**src/rtl/rfpath_pkg.sv**
```systemverilog
package rfpath_pkg;

  localparam int CW_SEL_W = 3;
  localparam int CW_OP_W  = 5;
  localparam int CW_W     = 3 * CW_SEL_W + CW_OP_W;

  typedef enum logic [CW_OP_W-1:0] {
    OP_PASS_A = 5'b00000,
    OP_INC_A  = 5'b00001,
    OP_ADD    = 5'b00010,
    OP_SUB    = 5'b00101,
    OP_DEC_A  = 5'b00110,
    OP_AND    = 5'b01000,
    OP_OR     = 5'b01010,
    OP_XOR    = 5'b01100,
    OP_NOT_A  = 5'b01110,
    OP_SHR_A  = 5'b10000,
    OP_SHL_A  = 5'b11000
  } opr_e;

  typedef struct packed {
    logic [CW_SEL_W-1:0] sel_a;
    logic [CW_SEL_W-1:0] sel_b;
    logic [CW_SEL_W-1:0] sel_d;
    logic [CW_OP_W-1:0]  opr;
  } ctrl_t;

endpackage

```
**src/rtl/rfpath_wdec.sv**
```systemverilog
module rfpath_wdec #(
  parameter int SEL_W = 3,
  localparam int NREG = (1 << SEL_W) - 1
) (
  input  logic [SEL_W-1:0] sel_d,
  output logic [NREG-1:0]  wr_en
);

  // one enable per register; code 0 maps to no output
  for (genvar g = 0; g < NREG; g++) begin : g_dec
    assign wr_en[g] = (sel_d == SEL_W'(g + 1));
  end

endmodule

```
**src/rtl/rfpath_regbank.sv**
```systemverilog
module rfpath_regbank #(
  parameter int DATA_W = 16,
  parameter int SEL_W  = 3,
  localparam int NREG  = (1 << SEL_W) - 1
) (
  input  logic              clk,
  input  logic              rst,
  input  logic [NREG-1:0]   wr_en,
  input  logic [DATA_W-1:0] wr_data,
  input  logic [SEL_W-1:0]  sel_a,
  input  logic [SEL_W-1:0]  sel_b,
  input  logic [DATA_W-1:0] ext_in,
  output logic [DATA_W-1:0] src_a,
  output logic [DATA_W-1:0] src_b
);

  logic [DATA_W-1:0] store [NREG];

  for (genvar g = 0; g < NREG; g++) begin : g_reg
    always_ff @(posedge clk) begin
      if (rst) begin
        store[g] <= '0;
      end else if (wr_en[g]) begin
        store[g] <= wr_data;
      end
    end
  end

  logic [SEL_W-1:0] idx_a;
  logic [SEL_W-1:0] idx_b;

  assign idx_a = sel_a - SEL_W'(1);
  assign idx_b = sel_b - SEL_W'(1);

  always_comb begin
    if (sel_a == '0) src_a = ext_in;
    else             src_a = store[idx_a];
    if (sel_b == '0) src_b = ext_in;
    else             src_b = store[idx_b];
  end

endmodule

```
**src/rtl/rfpath_alu.sv**
```systemverilog
module rfpath_alu
  import rfpath_pkg::*;
#(
  parameter int DATA_W = 16
) (
  input  logic [CW_OP_W-1:0] opr,
  input  logic [DATA_W-1:0]  opa,
  input  logic [DATA_W-1:0]  opb,
  output logic [DATA_W-1:0]  res
);

  localparam logic [DATA_W-1:0] ONE = DATA_W'(1);

  always_comb begin
    case (opr)
      OP_PASS_A: res = opa;
      OP_INC_A:  res = opa + ONE;
      OP_ADD:    res = opa + opb;
      OP_SUB:    res = opa - opb;
      OP_DEC_A:  res = opa - ONE;
      OP_AND:    res = opa & opb;
      OP_OR:     res = opa | opb;
      OP_XOR:    res = opa ^ opb;
      OP_NOT_A:  res = ~opa;
      OP_SHR_A:  res = {1'b0, opa[DATA_W-1:1]};
      OP_SHL_A:  res = {opa[DATA_W-2:0], 1'b0};
      default:   res = '0;
    endcase
  end

endmodule

```
**src/rtl/regfile_alu_path.sv**
```systemverilog
module regfile_alu_path
  import rfpath_pkg::*;
#(
  parameter int DATA_W = 16
) (
  input  logic              clk,
  input  logic              rst,
  input  logic [CW_W-1:0]   ctrl_word,
  input  logic [DATA_W-1:0] ext_in,
  output logic [DATA_W-1:0] result_out
);

  localparam int NREG = (1 << CW_SEL_W) - 1;

  ctrl_t             cw;
  logic [NREG-1:0]   wr_en;
  logic [DATA_W-1:0] bus_a;
  logic [DATA_W-1:0] bus_b;
  logic [DATA_W-1:0] alu_y;

  assign cw = ctrl_t'(ctrl_word);

  rfpath_wdec #(.SEL_W(CW_SEL_W)) u_wdec (
    .sel_d (cw.sel_d),
    .wr_en (wr_en)
  );

  rfpath_regbank #(.DATA_W(DATA_W), .SEL_W(CW_SEL_W)) u_bank (
    .clk     (clk),
    .rst     (rst),
    .wr_en   (wr_en),
    .wr_data (alu_y),
    .sel_a   (cw.sel_a),
    .sel_b   (cw.sel_b),
    .ext_in  (ext_in),
    .src_a   (bus_a),
    .src_b   (bus_b)
  );

  rfpath_alu #(.DATA_W(DATA_W)) u_alu (
    .opr (cw.opr),
    .opa (bus_a),
    .opb (bus_b),
    .res (alu_y)
  );

  assign result_out = alu_y;

endmodule

```
**config.mk**
```make
export PLATFORM = sky130hd
export DESIGN_NAME = regfile_alu_path
export DESIGN_NICKNAME = d
export VERILOG_FILES = /design/src/rtl/rfpath_pkg.sv /design/src/rtl/rfpath_wdec.sv /design/src/rtl/rfpath_regbank.sv /design/src/rtl/rfpath_alu.sv /design/src/rtl/regfile_alu_path.sv
export SDC_FILE = /design/constraint.sdc
export NUM_CORES = 1
export LEC_CHECK = 0
export BUFFER_PORTS_ARGS = -buffer_cell sky130_fd_sc_hd__buf_2
export CORE_ASPECT_RATIO = 1.4
export CORE_MARGIN = 5
export CORE_UTILIZATION = 57
export DETAILED_ROUTE_END_ITERATION = 16
export PLACE_DENSITY = 0.78
export SKIP_LAST_GASP = 1
export SYNTH_ARGS = -nofsm -noshare
export SYNTH_HDL_FRONTEND = slang
export SYNTH_SLANG_ARGS = --single-unit
export TNS_END_PERCENT = 50
```
**constraint.sdc**
```tcl
create_clock -name clk -period 6.4 [get_ports clk]
set_input_delay 0.64 -clock clk [delete_from_list [all_inputs] [get_ports clk]]
set_output_delay 0.64 -clock clk [all_outputs]
set_load 0.01 [all_outputs]
```
## After elaboration in Yosys (flattened, before gate mapping)

Memories as Yosys holds them, arrays and structs flattened.
Index checks and enable logic that the tools add are counted.

| word-level totals | value |
|---|---|
| flip-flop bits (word level) | 0 |
| RAM bits | 112 |
| input port bits | 32 |
| output and inout port bits | 16 |
| word-level logic and storage cells | 71 |
| memories | 1 |

Memory list:

| memory | depth | width | rd ports | clocked after memory_dff | wr ports | line | RTL |
|---|---|---|---|---|---|---|---|
| u_bank.store | 7 | 16 | 2 | 0 | 7 | rfpath_regbank.sv:17 | `logic [DATA_W-1:0] store [NREG];` |

| cells by class | value |
|---|---|
| add/subtract/negate cells | 6 |
| eq/ne operators | 17 |
| multiplexer cells | 33 |
| bitwise gates (word level) | 11 |
| reductions and logical operators | 3 |

Operators with widths:

| cell | number |
|---|---|
| $pmux 16 s11 | 1 |
| $mux 16 | 9 |
| $mux 1 | 23 |
| $eq 5x4->1 const B | 4 |
| $add 16x1->16 const B | 1 |
| $add 16x16->16 | 1 |
| $and 16x16->16 | 1 |
| $not 16->16 | 1 |
| $or 16x16->16 | 1 |
| $sub 16x1->16 const B | 1 |
| $sub 16x16->16 | 1 |
| $xor 16x16->16 | 1 |
| $eq 3x3->1 const B | 4 |
| $eq 5x3->1 const B | 2 |
| $eq 5x5->1 const B | 2 |
| $or 1x1->1 | 7 |
| $eq 3x2->1 const B | 2 |
| $logic_not 3->1 | 2 |
| $sub 3x1->3 const B | 2 |
| $eq 5x1->1 const B | 1 |
| $eq 5x2->1 const B | 1 |
| $logic_not 5->1 | 1 |
| $eq 3x1->1 const B | 1 |

## Logic depth before layout (Yosys ltp)

Gate-level depths: netlist of the first run.
An unclocked memory read counts as a cell.

| logic depth | value |
|---|---|
| depth in word-level cells | 6 |
| mapped depth | 27 |
| mapped depth without buffers | 22 |

## Cells and area by module

Synthesis of the first run repeated with hierarchy kept, for this count alone.

| unflattened totals | value |
|---|---|
| cells, all modules | 845 |
| area total of the unflattened synthesis | 8921.1 µm² |

Modules (own cells, without submodules):

| module | instances | cells an instance | area an instance (µm²) | seq. area each (µm²) |
|---|---|---|---|---|
| rfpath_regbank | 1 | 483 | 6429.9 | 3363.2 |
| rfpath_alu | 1 | 355 | 2431.1 | 0.0 |
| rfpath_wdec | 1 | 7 | 60.1 | 0.0 |

## Worst setup path before layout of the first run

OpenSTA, ideal clock, no wires.

| timing | value |
|---|---|
| kind | in2out |
| from | input port ctrl_word[11] |
| to | output port result_out[14] |
| arrival time | 5.834 ns |
| data required time | 5.760 ns |
| setup slack | -0.074 ns |
| cell stages on the path | 22 |
| cell sequence | buf_2 -> buf_4 -> buf_2 -> inv_1 -> ha_1 -> clkbuf_1 -> clkbuf_1 -> mux4_2 -> a21oi_1 -> nor2_1 -> a21oi_1 -> inv_1 -> fa_1 -> a21o_1 -> a21oi_1 -> o21bai_1 -> a21oi_1 -> o21bai_1 -> a211o_1 -> a31o_1 -> a311oi_1 -> inv_1 |

| on the way | value |
|---|---|
| cells in the longest elaborated chain, start to end | 5 |
| elaborated cells on any way between the ends | 13 |

Ends and longest elaborated chain:

| element | line | RTL |
|---|---|---|
| start, declared | regfile_alu_path.sv:8 | `input logic [CW_W-1:0] ctrl_word,` |
| $sub 3x1->3 | rfpath_regbank.sv:32 | `assign idx_a = sel_a - SEL_W'(1);` |
| $mem_v2 7x16 | -- |  |
| $mux 16 (*) | rfpath_regbank.sv:36 | `if (sel_a == '0) src_a = ext_in;` |
| $sub 16x1->16, or another cell as far along | rfpath_alu.sv:20 | `OP_DEC_A: res = opa - ONE;` |
| $pmux 16 s11 (*) | rfpath_alu.sv:15 | `case (opr)` |
| end, declared | regfile_alu_path.sv:10 | `output logic [DATA_W-1:0] result_out` |

Every way passes the cells marked *; elsewhere a longest branch is shown, timed or not.

## Worst setup path after layout of the first run

| timing | value |
|---|---|
| from | input port ctrl_word[8] |
| to | output port result_out[15] |

| on the way | value |
|---|---|
| cells in the longest elaborated chain, start to end | 5 |
| elaborated cells on any way between the ends | 10 |

Ends and longest elaborated chain:

| element | line | RTL |
|---|---|---|
| $sub 3x1->3 | rfpath_regbank.sv:33 | `assign idx_b = sel_b - SEL_W'(1);` |
| $mem_v2 7x16 | -- |  |
| $mux 16 (*) | rfpath_regbank.sv:38 | `if (sel_b == '0) src_b = ext_in;` |
| $sub 16x16->16, or another cell as far along | rfpath_alu.sv:19 | `OP_SUB: res = opa - opb;` |
| $pmux 16 s11 (*) | rfpath_alu.sv:15 |  |

Marks and branches as above.

==> impl_metrics.json, run 1 <==
{
  "status": "finished, final reports clean",
  "top_regs": "u_bank.store x112",
  "n_antenna_cell": 0,
  "path_buf_inv": 5,
  "root_buffer": "clkbuf_16",
  "postLayoutCellArea_mm2": 0.009609,
  "met2_usage_pct": 51.35,
  "fin_tns_setup_ps": 0,
  "worstPathMaxFanout": 28,
  "use_met3_pct": 3.172,
  "start_kind": "input pin",
  "clk_pin_slew_worst_paths_ps": 80,
  "num_vias": 7532,
  "routed_wl_um": 26210,
  "crit_chain": "buf_2 -> inv_1 -> ha_2 -> buf_12 -> mux4_2 -> and3_1 -> a211oi_4 -> inv_2 -> nor3_4 -> nand4_1 -> a21o_1 -> a21oi_1 -> ha_1 -> and2_1 -> and3_1 -> nand2_1 -> a211oi_2 -> o41a_1 -> o21a_1 -> o21a_1 -> mux2i_2 -> nand2_1 -> buf_2",
  "slowest_delay_ps": 400,
  "dr.first_iter.drc_count": 1048,
  "portBuffers": 47,
  "io_pins": 48,
  "grt_usage_pct": 29.87,
  "max_freq_mhz": 163.7,
  "post_drt_wl_per_cell_um": 23.11,
  "detail-route-antenna-nets": 0,
  "die_area_mm2": 0.01790,
  "synth_warnings": 0,
  "netlist_area_mm2": 0.008715,
  "ys_types": 68,
  "die_w_um": 114.5,
  "p_int_mw": 1.362,
  "cts_max_path_buffers": 2,
  "crit_slowest_cell": "ha_2",
  "dp_slack_ps": 170.3,
  "regMostFlops": "u_bank.store",
  "path_class": "in2out",
  "cts_buffers": 9,
  "cts_tree": "yes",
  "holdCritPathClass": "in2reg",
  "drive_gt1_share_pct": 17.73,
  "post-dp-hpwl_um": 18720,
  "leakagePower_nw": 3.947,
  "grt_start_max_net_pins": 30,
  "top_usage_layer": "met2",
  "setup_viol": 0,
  "finClkSkew_ps": 13.35,
  "drt_drc_violations_left": 0,
  "synth_edf_count": 112,
  "slew_violations": 0,
  "arrival_ps": 5470,
  "placed_area_mm2": 0.009271,
  "required_ps": 5760,
  "ir_drop_mv": 0.1806,
  "synth_common_cells": "176 x nor2_1, 112 x edfxtp_1, 67 x a21oi_1",
  "fin_crit_ps": 6109,
  "die_h_um": 156.3,
  "maxCapViolCount": 0,
  "seqPwrFrac_pct": 42.3,
  "finalHoldViolCount": 0,
  "grtUsageMet1_pct": 36.43,
  "first_global_vias": 7673,
  "yosysMostFrequentCell": "nor2_1",
  "cellPowerDensity_mw_per_mm2": 213.2,
  "htreeDepth": 3,
  "core-area_mm2": 0.01505,
  "antenna_found_initial": 0,
  "critical-path-top-delay-family": "compound AO/OA/AOI/OAI gates",
  "worstMarginPinSlew_ps": 1198,
  "p_sw_mw": 0.6862,
  "gr-total-overflow": 0,
  "viasPerCell": 6.642,
  "max-slew-margin-rel_pct": 20.10,
  "syn_inst": 894,
  "initial_utilization_pct": 57.89,
  "async_flop_share_pct": 0,
  "final.setup.worst_slack_ps": 291.3,
  "nets": 1022,
  "synth_ff_type": "edfxtp_1",
  "num_rows": 53,
  "seq_area_frac_synth_pct": 38.59,
  "crit_path_end_kind": "primary output",
  "grt_first_pass_wirelength_um": 40880,
  "synth_top_area_share_pct": 38.59,
  "rsz0062_at_grt": "true",
  "pwr-share-clk_pct": 26.3,
  "ys_ff_latch": 112,
  "drt_pass1_iterations": 5,
  "yosysTopAreaCell": "edfxtp_1",
  "ys_top_cells_by_area": "edfxtp_1 39%, mux4_2 8.3%, nor2_1 7.6%",
  "p_sw_share_pct": 33.50,
  "synth_area_per_cell_um2": 9.748,
  "p_comb_share_pct": 31.4,
  "layout_worst_path_cycle_share_pct": 95.45,
  "clock_latency_ps": 350,
  "synth_fp_nets": 979,
  "gp_congestion": 0.9644,
  "clock-sinks": 112,
  "area_growth_pct": 10.27,
  "largest_reg_flops": 112
}
-- worst paths after layout --
check | from | endpoint | slack (ps) | cells past startpoint
setup reg to reg | u_bank.store[1][1]$_SDFFCE_PN0P_ | u_bank.store[5][11]$_SDFFCE_PN0P_ | 1380 | 17
hold reg to reg | u_bank.store[0][0]$_SDFFCE_PN0P_ | u_bank.store[5][0]$_SDFFCE_PN0P_ | 1420 | 8
setup / recovery | ctrl_word[8] | result_out[15] | 290 | 23
hold / removal | ctrl_word[6] | u_bank.store[6][3]$_SDFFCE_PN0P_ | 1030 | 2
-- routing by layer --
layer,share of wire (%),vias to the layer above
met4,5.4,0
li1,-,3436
met2,51,415
met3,7.3,94
met1,37,3587
met5,0,-
-- through the flow --
| step | util [%] | hold slack, ps | cells | power (mW) |
|---|---|---|---|---|
| after floorplan | - | 1003 | 894 | 1.300 |
| after global placement | 61.59 | 1343 | 1116 | 1.490 |
| after detailed placement | 61.59 | 1375 | 1116 | 1.502 |
| after CTS | 63.48 | 1022 | 1132 | 2.032 |
| after global routing | 63.84 | 1043 | 1134 | 2.143 |
| final | 63.84 | 1026 | 1134 | 2.048 |
-- power groups by stage --
| stage | registers [mW] | clock network, mW | logic [mW] |
|---|---|---|---|
| final | 0.866 | 0.540 | 0.643 |
| after global routing | 0.869 | 0.572 | 0.702 |
| after CTS | 0.865 | 0.542 | 0.625 |
| after detailed placement | 0.881 | 0 | 0.620 |
| after global placement | 0.877 | 0 | 0.613 |
| after floorplan | 0.873 | 0 | 0.427 |
-- cell families (layout without fill, tap and decap cells) --
kind of cell             count (synthesis)  count (layout)  synth area share, %
buffers and inverters                  111             159                5.212
AO/OA/AOI/OAI                          233             233                18.52
XOR/XNOR                                10              10                1.005
multiplexers                            81              81                13.98
AND/OR/NAND/NOR                        294             294                14.99
adder cells (fa/ha/maj)                 53              53                7.696
flip-flops                             112             112                38.59
-- placed cells by master (no fill, tap or decap), types with 4 or more instances in the layout --
cell       count
nor2_1       176
edfxtp_1     112
a21oi_1       67
ha_1          51
inv_1         48
buf_2         47
mux2i_1       45
buf_4         39
nand2_1       36
mux4_2        32
a211oi_1      26
nand3_1       15
o21ai_1       13
o21ai_0       13
o22ai_1       11
a221oi_1      11
a211o_1       10
nand2b_1       9
and3_1         9
nor3_1         9
a22oi_1        9
a21o_1         9
clkbuf_16      9
nor2b_1        8
a2111oi_0      7
and2_1         7
xnor2_1        7
inv_2          7
o221ai_1       6
o21a_1         5
a211oi_2       5
o211ai_1       5
a311oi_1       5
a31oi_1        5
nand4_1        4
nor4_1         4
or3_1          4
a21boi_0       4
inv_6          4
-- area by class of cell --
class                   count  area (µm²)
clock buffers              10       229.0
clock inverters             6       55.05
fillers                  1258        5444
inverters                  56       210.2
multi-input cells         671        4964
flip-flops and latches    112        3363
well taps                 192       240.2
repair buffers             87       548.0
-- timing repair --
action	4_1_cts	5_1_grt
hold buffers	0	0
buffers inserted	0	2
endpoints found under the hold margin	0	0
setup endpoints to repair	0	6
resized for setup	0	6
Power figures use the tool's default switching activity.
==> inputs of run 2 (changes only) <==
CAP_MARGIN = 40   (was unset)
CORE_UTILIZATION = 68   (was 57)
PLACE_DENSITY = 0.87   (was 0.78)
clock period = 7.1 ns   (was 6.4 ns; I/O delays follow)
==> run 2 against run 1 <==
  * First-iteration DRC count fell by 13%
  * Cell area shrank 2.4%
  * Setup slack improved by 44 ps
  * Sequential cell count did not move
  * Clock-buffer cell count up 2
  * Critical path depth decreased by 1
  * Die area shrank 15%
  * Clock skew fell by 5.2 ps
  * Clock power is 18% lower
  * Largest cell class unchanged
==> impl_metrics.json, run 2 (synthesized netlist as in run 1, its figures left out) <==
{
  "status": "finished, final reports clean",
  "antenna_found_initial": 0,
  "postLayoutCellArea_mm2": 0.009379,
  "area_growth_pct": 7.624,
  "routed_wl_um": 25610,
  "initial_utilization_pct": 68.67,
  "drt_pass1_iterations": 6,
  "num_rows": 49,
  "gp_congestion": 1.023,
  "fin_crit_ps": 6764,
  "start_kind": "input pin",
  "htreeDepth": 3,
  "dp_slack_ps": 400.3,
  "die_area_mm2": 0.01521,
  "fin_util_pct": 73.90,
  "clock_latency_ps": 350,
  "post_cts_resize_count": 0,
  "viasPerCell": 7.167,
  "layout_worst_path_cycle_share_pct": 95.27,
  "grt_start_max_net_pins": 33,
  "gr-total-overflow": 0,
  "cts_max_path_buffers": 2,
  "root_buffer": "clkbuf_16",
  "max-slew-margin-rel_pct": 37.49,
  "regMostFlops": "u_bank.store",
  "setup_viol": 0,
  "p_comb_share_pct": 31.4,
  "first_global_vias": 7560,
  "drive_gt1_share_pct": 15.61,
  "io_pins": 48,
  "holdCritPathClass": "in2reg",
  "n_antenna_cell": 0,
  "dr.first_iter.drc_count": 910,
  "worstMarginPinSlew_ps": 933.3,
  "cts_buffers": 9,
  "post_cts_buffers": 0,
  "p_int_mw": 1.200,
  "ir_drop_mv": 0.2668,
  "register_area_mm2": 0.003363,
  "die_w_um": 105.7,
  "die_h_um": 143.9,
  "post-dp-hpwl_um": 18140,
  "required_ps": 6390,
  "num_vias": 7755,
  "p_sw_mw": 0.5836,
  "post_drt_wl_per_cell_um": 23.67,
  "final_cell_mix": "176 x nor2_1, 112 x edfxtp_1, 67 x a21oi_1",
  "crit_chain": "buf_2 -> buf_4 -> mux4_2 -> and3_1 -> a211o_1 -> inv_1 -> ha_1 -> nand3_1 -> nor3_1 -> a21oi_1 -> nand2_1 -> a21oi_1 -> ha_1 -> a2111oi_0 -> a211oi_1 -> o41a_1 -> o21a_1 -> o21a_1 -> mux2i_2 -> buf_4 -> nand2_1 -> buf_2",
  "nFillCells": 906,
  "grt_usage_pct": 33.95,
  "path_class": "in2out",
  "finalHoldViolCount": 0,
  "top_regs": "u_bank.store x112",
  "slew_violations": 0,
  "final.setup.worst_slack_ps": 335.7,
  "final_common_cell": "nor2_1",
  "largest_reg_flops": 112,
  "max_freq_mhz": 147.8,
  "multi_input_area_mm2": 0.004918,
  "leakagePower_nw": 3.857,
  "p_sw_share_pct": 32.72,
  "cts.hold.buffers_added": 0,
  "arrival_ps": 6050,
  "core-area_mm2": 0.01269,
  "drt_drc_violations_left": 0,
  "cts_tree": "yes",
  "slowest_delay_ps": 720,
  "finClkSkew_ps": 8.156,
  "grt_first_pass_wirelength_um": 39300,
  "placed_area_mm2": 0.009134,
  "rsz0062_at_grt": "false",
  "pwr-share-clk_pct": 24.7,
  "portBuffers": 47,
  "cellPowerDensity_mw_per_mm2": 190.2,
  "seqPwrFrac_pct": 43.8,
  "fin_tns_setup_ps": 0,
  "crit_slowest_cell": "a2111oi_0",
  "final_cells": 1082,
  "nets": 1011,
  "crit_path_end_kind": "primary output",
  "clock-sinks": 112,
  "detail-route-antenna-nets": 0,
  "dp.cells": 1068,
  "maxCapViolCount": 0,
  "clk_pin_slew_worst_paths_ps": 70,
  "worstPathMaxFanout": 32
}
[run 2: cell types whose count changed in the layout (fill, tap and decap cells not counted), sizes merged]
cell,previous run,this run
buf,87,76
inv,60,55
clkbuf,10,12
clkinv,2,3
[run 2: layer usage]
layer	global-route usage [%]	up-vias	wire length [µm]
li1	-	3413	-
met1	38.95	3674	8711
met2	60.01	553	12990
met3	5.079	115	2499
met4	20.60	0	1412
met5	0	-	0
[run 2: power groups by stage]
stage / sequential [mW] / combinational [mW] / clock [mW]
after floorplan: 0.787 / 0.384 / 0
after CTS: 0.781 / 0.547 / 0.442
final: 0.782 / 0.560 / 0.441
after global routing: 0.784 / 0.604 / 0.465
after detailed placement: 0.795 / 0.542 / 0
after global placement: 0.790 / 0.528 / 0
[run 2: path summary, 6_finish.rpt]
path	endpoint	startpoint	slack [ps]	cells past startpoint
min	u_bank.store[6][0]$_SDFFCE_PN0P_	ctrl_word[6]	1120	2
max reg2reg	u_bank.store[4][15]$_SDFFCE_PN0P_	u_bank.store[0][1]$_SDFFCE_PN0P_	1860	19
min reg2reg	u_bank.store[5][6]$_SDFFCE_PN0P_	u_bank.store[6][7]$_SDFFCE_PN0P_	1390	8
max	result_out[15]	ctrl_word[8]	340	22
[run 2: critical path: cells and delay by family]
family,cells,cell delay [ps]
AOI/OAI and AO/OA,8,2160
adders and majority gates,2,570
buffers and inverters,5,1040
and+or+nand+nor,5,850
muxes,2,710
[run 2: layout make-up]
cell class / count / area share, %
clock buffer: 12 / 2.521
clock inverter: 2 / 0.09338
inverter: 56 / 2.241
timing repair buffer: 76 / 4.803
sequential: 112 / 35.86
tap: 153 / 2.041
multi-input combinational: 671 / 52.44
[run 2: stage by stage]
step / power [mW] / hold WS (ps)
finish: 1.784 / 1119
floorplan: 1.171 / 1073
detailed placement: 1.337 / 1357
global route: 1.853 / 1127
CTS: 1.769 / 1112
global placement: 1.319 / 1324
==> inputs of run 3 (changes only) <==
SYNTH_HIERARCHICAL = 1   (was unset)
==> run 3 against run 2 <==
  * Core utilization rose by 0.53 points
  * Wire length rose by 0.21%
  * Setup slack improved by 93 ps
  * Non-clock buffer count rose by 2
  * Via count fell by 5.5%
  * Combinational power fell by 16%
  * Register-to-register slack improved by 20 ps
  * Sequential power barely moved
  * Synthesized cell count fell by 5.5%
  * Critical path type unchanged
  * Largest cell class unchanged
==> impl_metrics.json, run 3 <==
{
  "ir_drop_mv": 0.1937,
  "synth_area_per_cell_um2": 10.56,
  "final_cells": 1041,
  "clock_latency_ps": 340,
  "clock-sinks": 112,
  "post-dp-hpwl_um": 18070,
  "largest_reg_flops": 112,
  "portBuffers": 47,
  "synth_warnings": 6,
  "ys_ff_latch": 112,
  "yosysMostFrequentCell": "and2_1",
  "nets": 970,
  "final_cell_mix": "114 x and2_1, 112 x edfxtp_1, 60 x nand2_1",
  "antenna_found_initial": 0,
  "die_h_um": 145.5,
  "routed_wl_um": 25660,
  "root_buffer": "clkbuf_16",
  "arrival_ps": 5960,
  "grt_usage_pct": 33.03,
  "yosysTopAreaCell": "edfxtp_1",
  "drive_gt1_share_pct": 20.05,
  "holdCritPathClass": "in2reg",
  "post_cts_buffers": 0,
  "required_ps": 6390,
  "cts.hold.buffers_added": 0,
  "grt_start_max_net_pins": 33,
  "start_kind": "input pin",
  "netlist_area_mm2": 0.008921,
  "ff2ff_path_depth": 17,
  "cts_tree": "yes",
  "hold_path_depth": 3,
  "detail-route-antenna-nets": 0,
  "first_global_vias": 7381,
  "cts_buffers": 9,
  "max_freq_mhz": 149.9,
  "cpMostUsedCell": "ha_1",
  "layout_worst_path_cycle_share_pct": 93.96,
  "nFillCells": 905,
  "status": "finished, final reports clean",
  "die_w_um": 106.8,
  "post_drt_wl_per_cell_um": 24.65,
  "cp.depth": 20,
  "die_area_mm2": 0.01554,
  "synth_fp_nets": 931,
  "synth_top_area_share_pct": 37.70,
  "leakagePower_nw": 3.886,
  "finalPower_mw": 1.744,
  "whs_ps": 994.6,
  "regMostFlops": "u_bank/store",
  "drt_pass1_iterations": 5,
  "crit_path_end_kind": "primary output",
  "finalHoldViolCount": 0,
  "slowest_delay_ps": 570,
  "cts_max_path_buffers": 2,
  "top_regs": "u_bank/store x112",
  "max-slew-margin-rel_pct": 40.31,
  "fin_util_pct": 74.43,
  "maxCapViolCount": 0,
  "setup_viol": 0,
  "gp_congestion": 0.9829,
  "clk_pin_slew_worst_paths_ps": 70,
  "crit_slowest_cell": "o211ai_1",
  "core-area_mm2": 0.01287,
  "fin_crit_ps": 6671,
  "rsz0062_at_grt": "false",
  "htreeDepth": 3,
  "grt_first_pass_wirelength_um": 40080,
  "path_class": "in2out",
  "num_rows": 49,
  "fin_tns_setup_ps": 0,
  "viasPerCell": 7.040,
  "final_common_cell": "and2_1",
  "worstMarginPinSlew_ps": 894.9,
  "io_pins": 48,
  "num_vias": 7329,
  "dr.first_iter.drc_count": 909,
  "async_flop_share_pct": 0,
  "syn_inst": 845,
  "seq_area_frac_synth_pct": 37.70,
  "ys_types": 59,
  "post_cts_resize_count": 0,
  "cellPowerDensity_mw_per_mm2": 182.0,
  "finClkSkew_ps": 11.00,
  "synth_ff_type": "edfxtp_1",
  "initial_utilization_pct": 69.29,
  "path_buf_inv": 4,
  "area_growth_pct": 7.419,
  "worstPathMaxFanout": 8,
  "slew_violations": 0,
  "ys_top_cells_by_area": "edfxtp_1 38%, and2_1 8.0%, mux4_2 7.6%",
  "synth_common_cells": "114 x and2_1, 112 x edfxtp_1, 60 x nand2_1",
  "gr-total-overflow": 0,
  "synth_edf_count": 112,
  "drt_drc_violations_left": 0,
  "n_antenna_cell": 0,
  "crit_chain": "buf_2 -> inv_1 -> ha_1 -> mux4_2 -> o21ai_0 -> o211ai_1 -> inv_1 -> ha_1 -> or3b_1 -> or3_4 -> or3_4 -> and3_1 -> a211oi_2 -> ha_1 -> a21oi_1 -> nor3b_1 -> o21ai_0 -> xnor2_1 -> o211ai_1 -> buf_2",
  "dp.cells": 1026,
  "critical-path-top-delay-family": "simple AND/OR/NAND/NOR gates"
}
==> run 3: cell count changes after synthesis, sizes merged, moves of 18 or more <==
cell,previous run,this run
mux2,3,32
nor2,176,35
a21oi,67,21
a211oi,32,11
o21ai,26,51
o211ai,5,38
and2,8,116
a221oi,11,29
nand2,36,60
==> run 3: routing by layer <==
| metal | part of all wire, % | wire, µm | track usage (%) |
|---|---|---|---|
| met5 | 0 | 0 | 0 |
| met4 | 3.3 | 844 | 11.64 |
| met3 | 7.8 | 1992 | 4.527 |
| met2 | 51 | 13110 | 57.19 |
| met1 | 38 | 9714 | 42.28 |
==> run 3: cell families after synthesis <==
kind of cell	synth area share (%)
and+or+nand+nor	18.19
adders and majority gates	7.658
DFF	37.70
AOI/OAI and AO/OA	14.22
muxes	15.90
buffers and inverters	5.049
xor gates and xnor gates	1.276
==> run 3: tightest hold or removal path, stage by stage <==
cell and delay (ps):
buf_2 200, nor2b_1 110, and2_1 160
==> run 3: where the power goes <==
part           switching [mW]  total (mW)  internal (mW)
Clock                   0.224       0.494          0.271
Sequential             0.0184       0.780          0.762
Combinational           0.293       0.469          0.176
==> run 3: cell type report <==
class                   count  area, µm²  area share [%]
multi-input cells         641       5107           53.30
clock inverters             6      60.06          0.6267
flip-flops and latches    112       3363           35.10
inverters                  42      157.7           1.645
well taps                 153      191.4           1.998
clock buffers               9      225.2           2.350
repair buffers             78      478.0           4.988
==> run 3: worst paths after layout <==
path                                                          end                             start  slack [ps]
worst max register to register  u_bank/store[0][15]$_SDFFCE_PN0P_  u_bank/store[1][0]$_SDFFCE_PN0P_        1880
worst max-delay path                               result_out[15]                      ctrl_word[8]         430
worst min-delay path             u_bank/store[1][0]$_SDFFCE_PN0P_                               rst         990
worst min register to register   u_bank/store[5][0]$_SDFFCE_PN0P_  u_bank/store[6][0]$_SDFFCE_PN0P_        1400
==> run 3: metrics by stage <==
| stage | cell area, µm² | setup WS (ps) |
|---|---|---|
| CTS | 9583 | 444.6 |
| global placement | 9240 | 633.1 |
| global route | 9583 | 19.92 |
| floorplan | 8921 | 956.4 |
| detailed placement | 9298 | 477.7 |
| finish | 9583 | 428.5 |
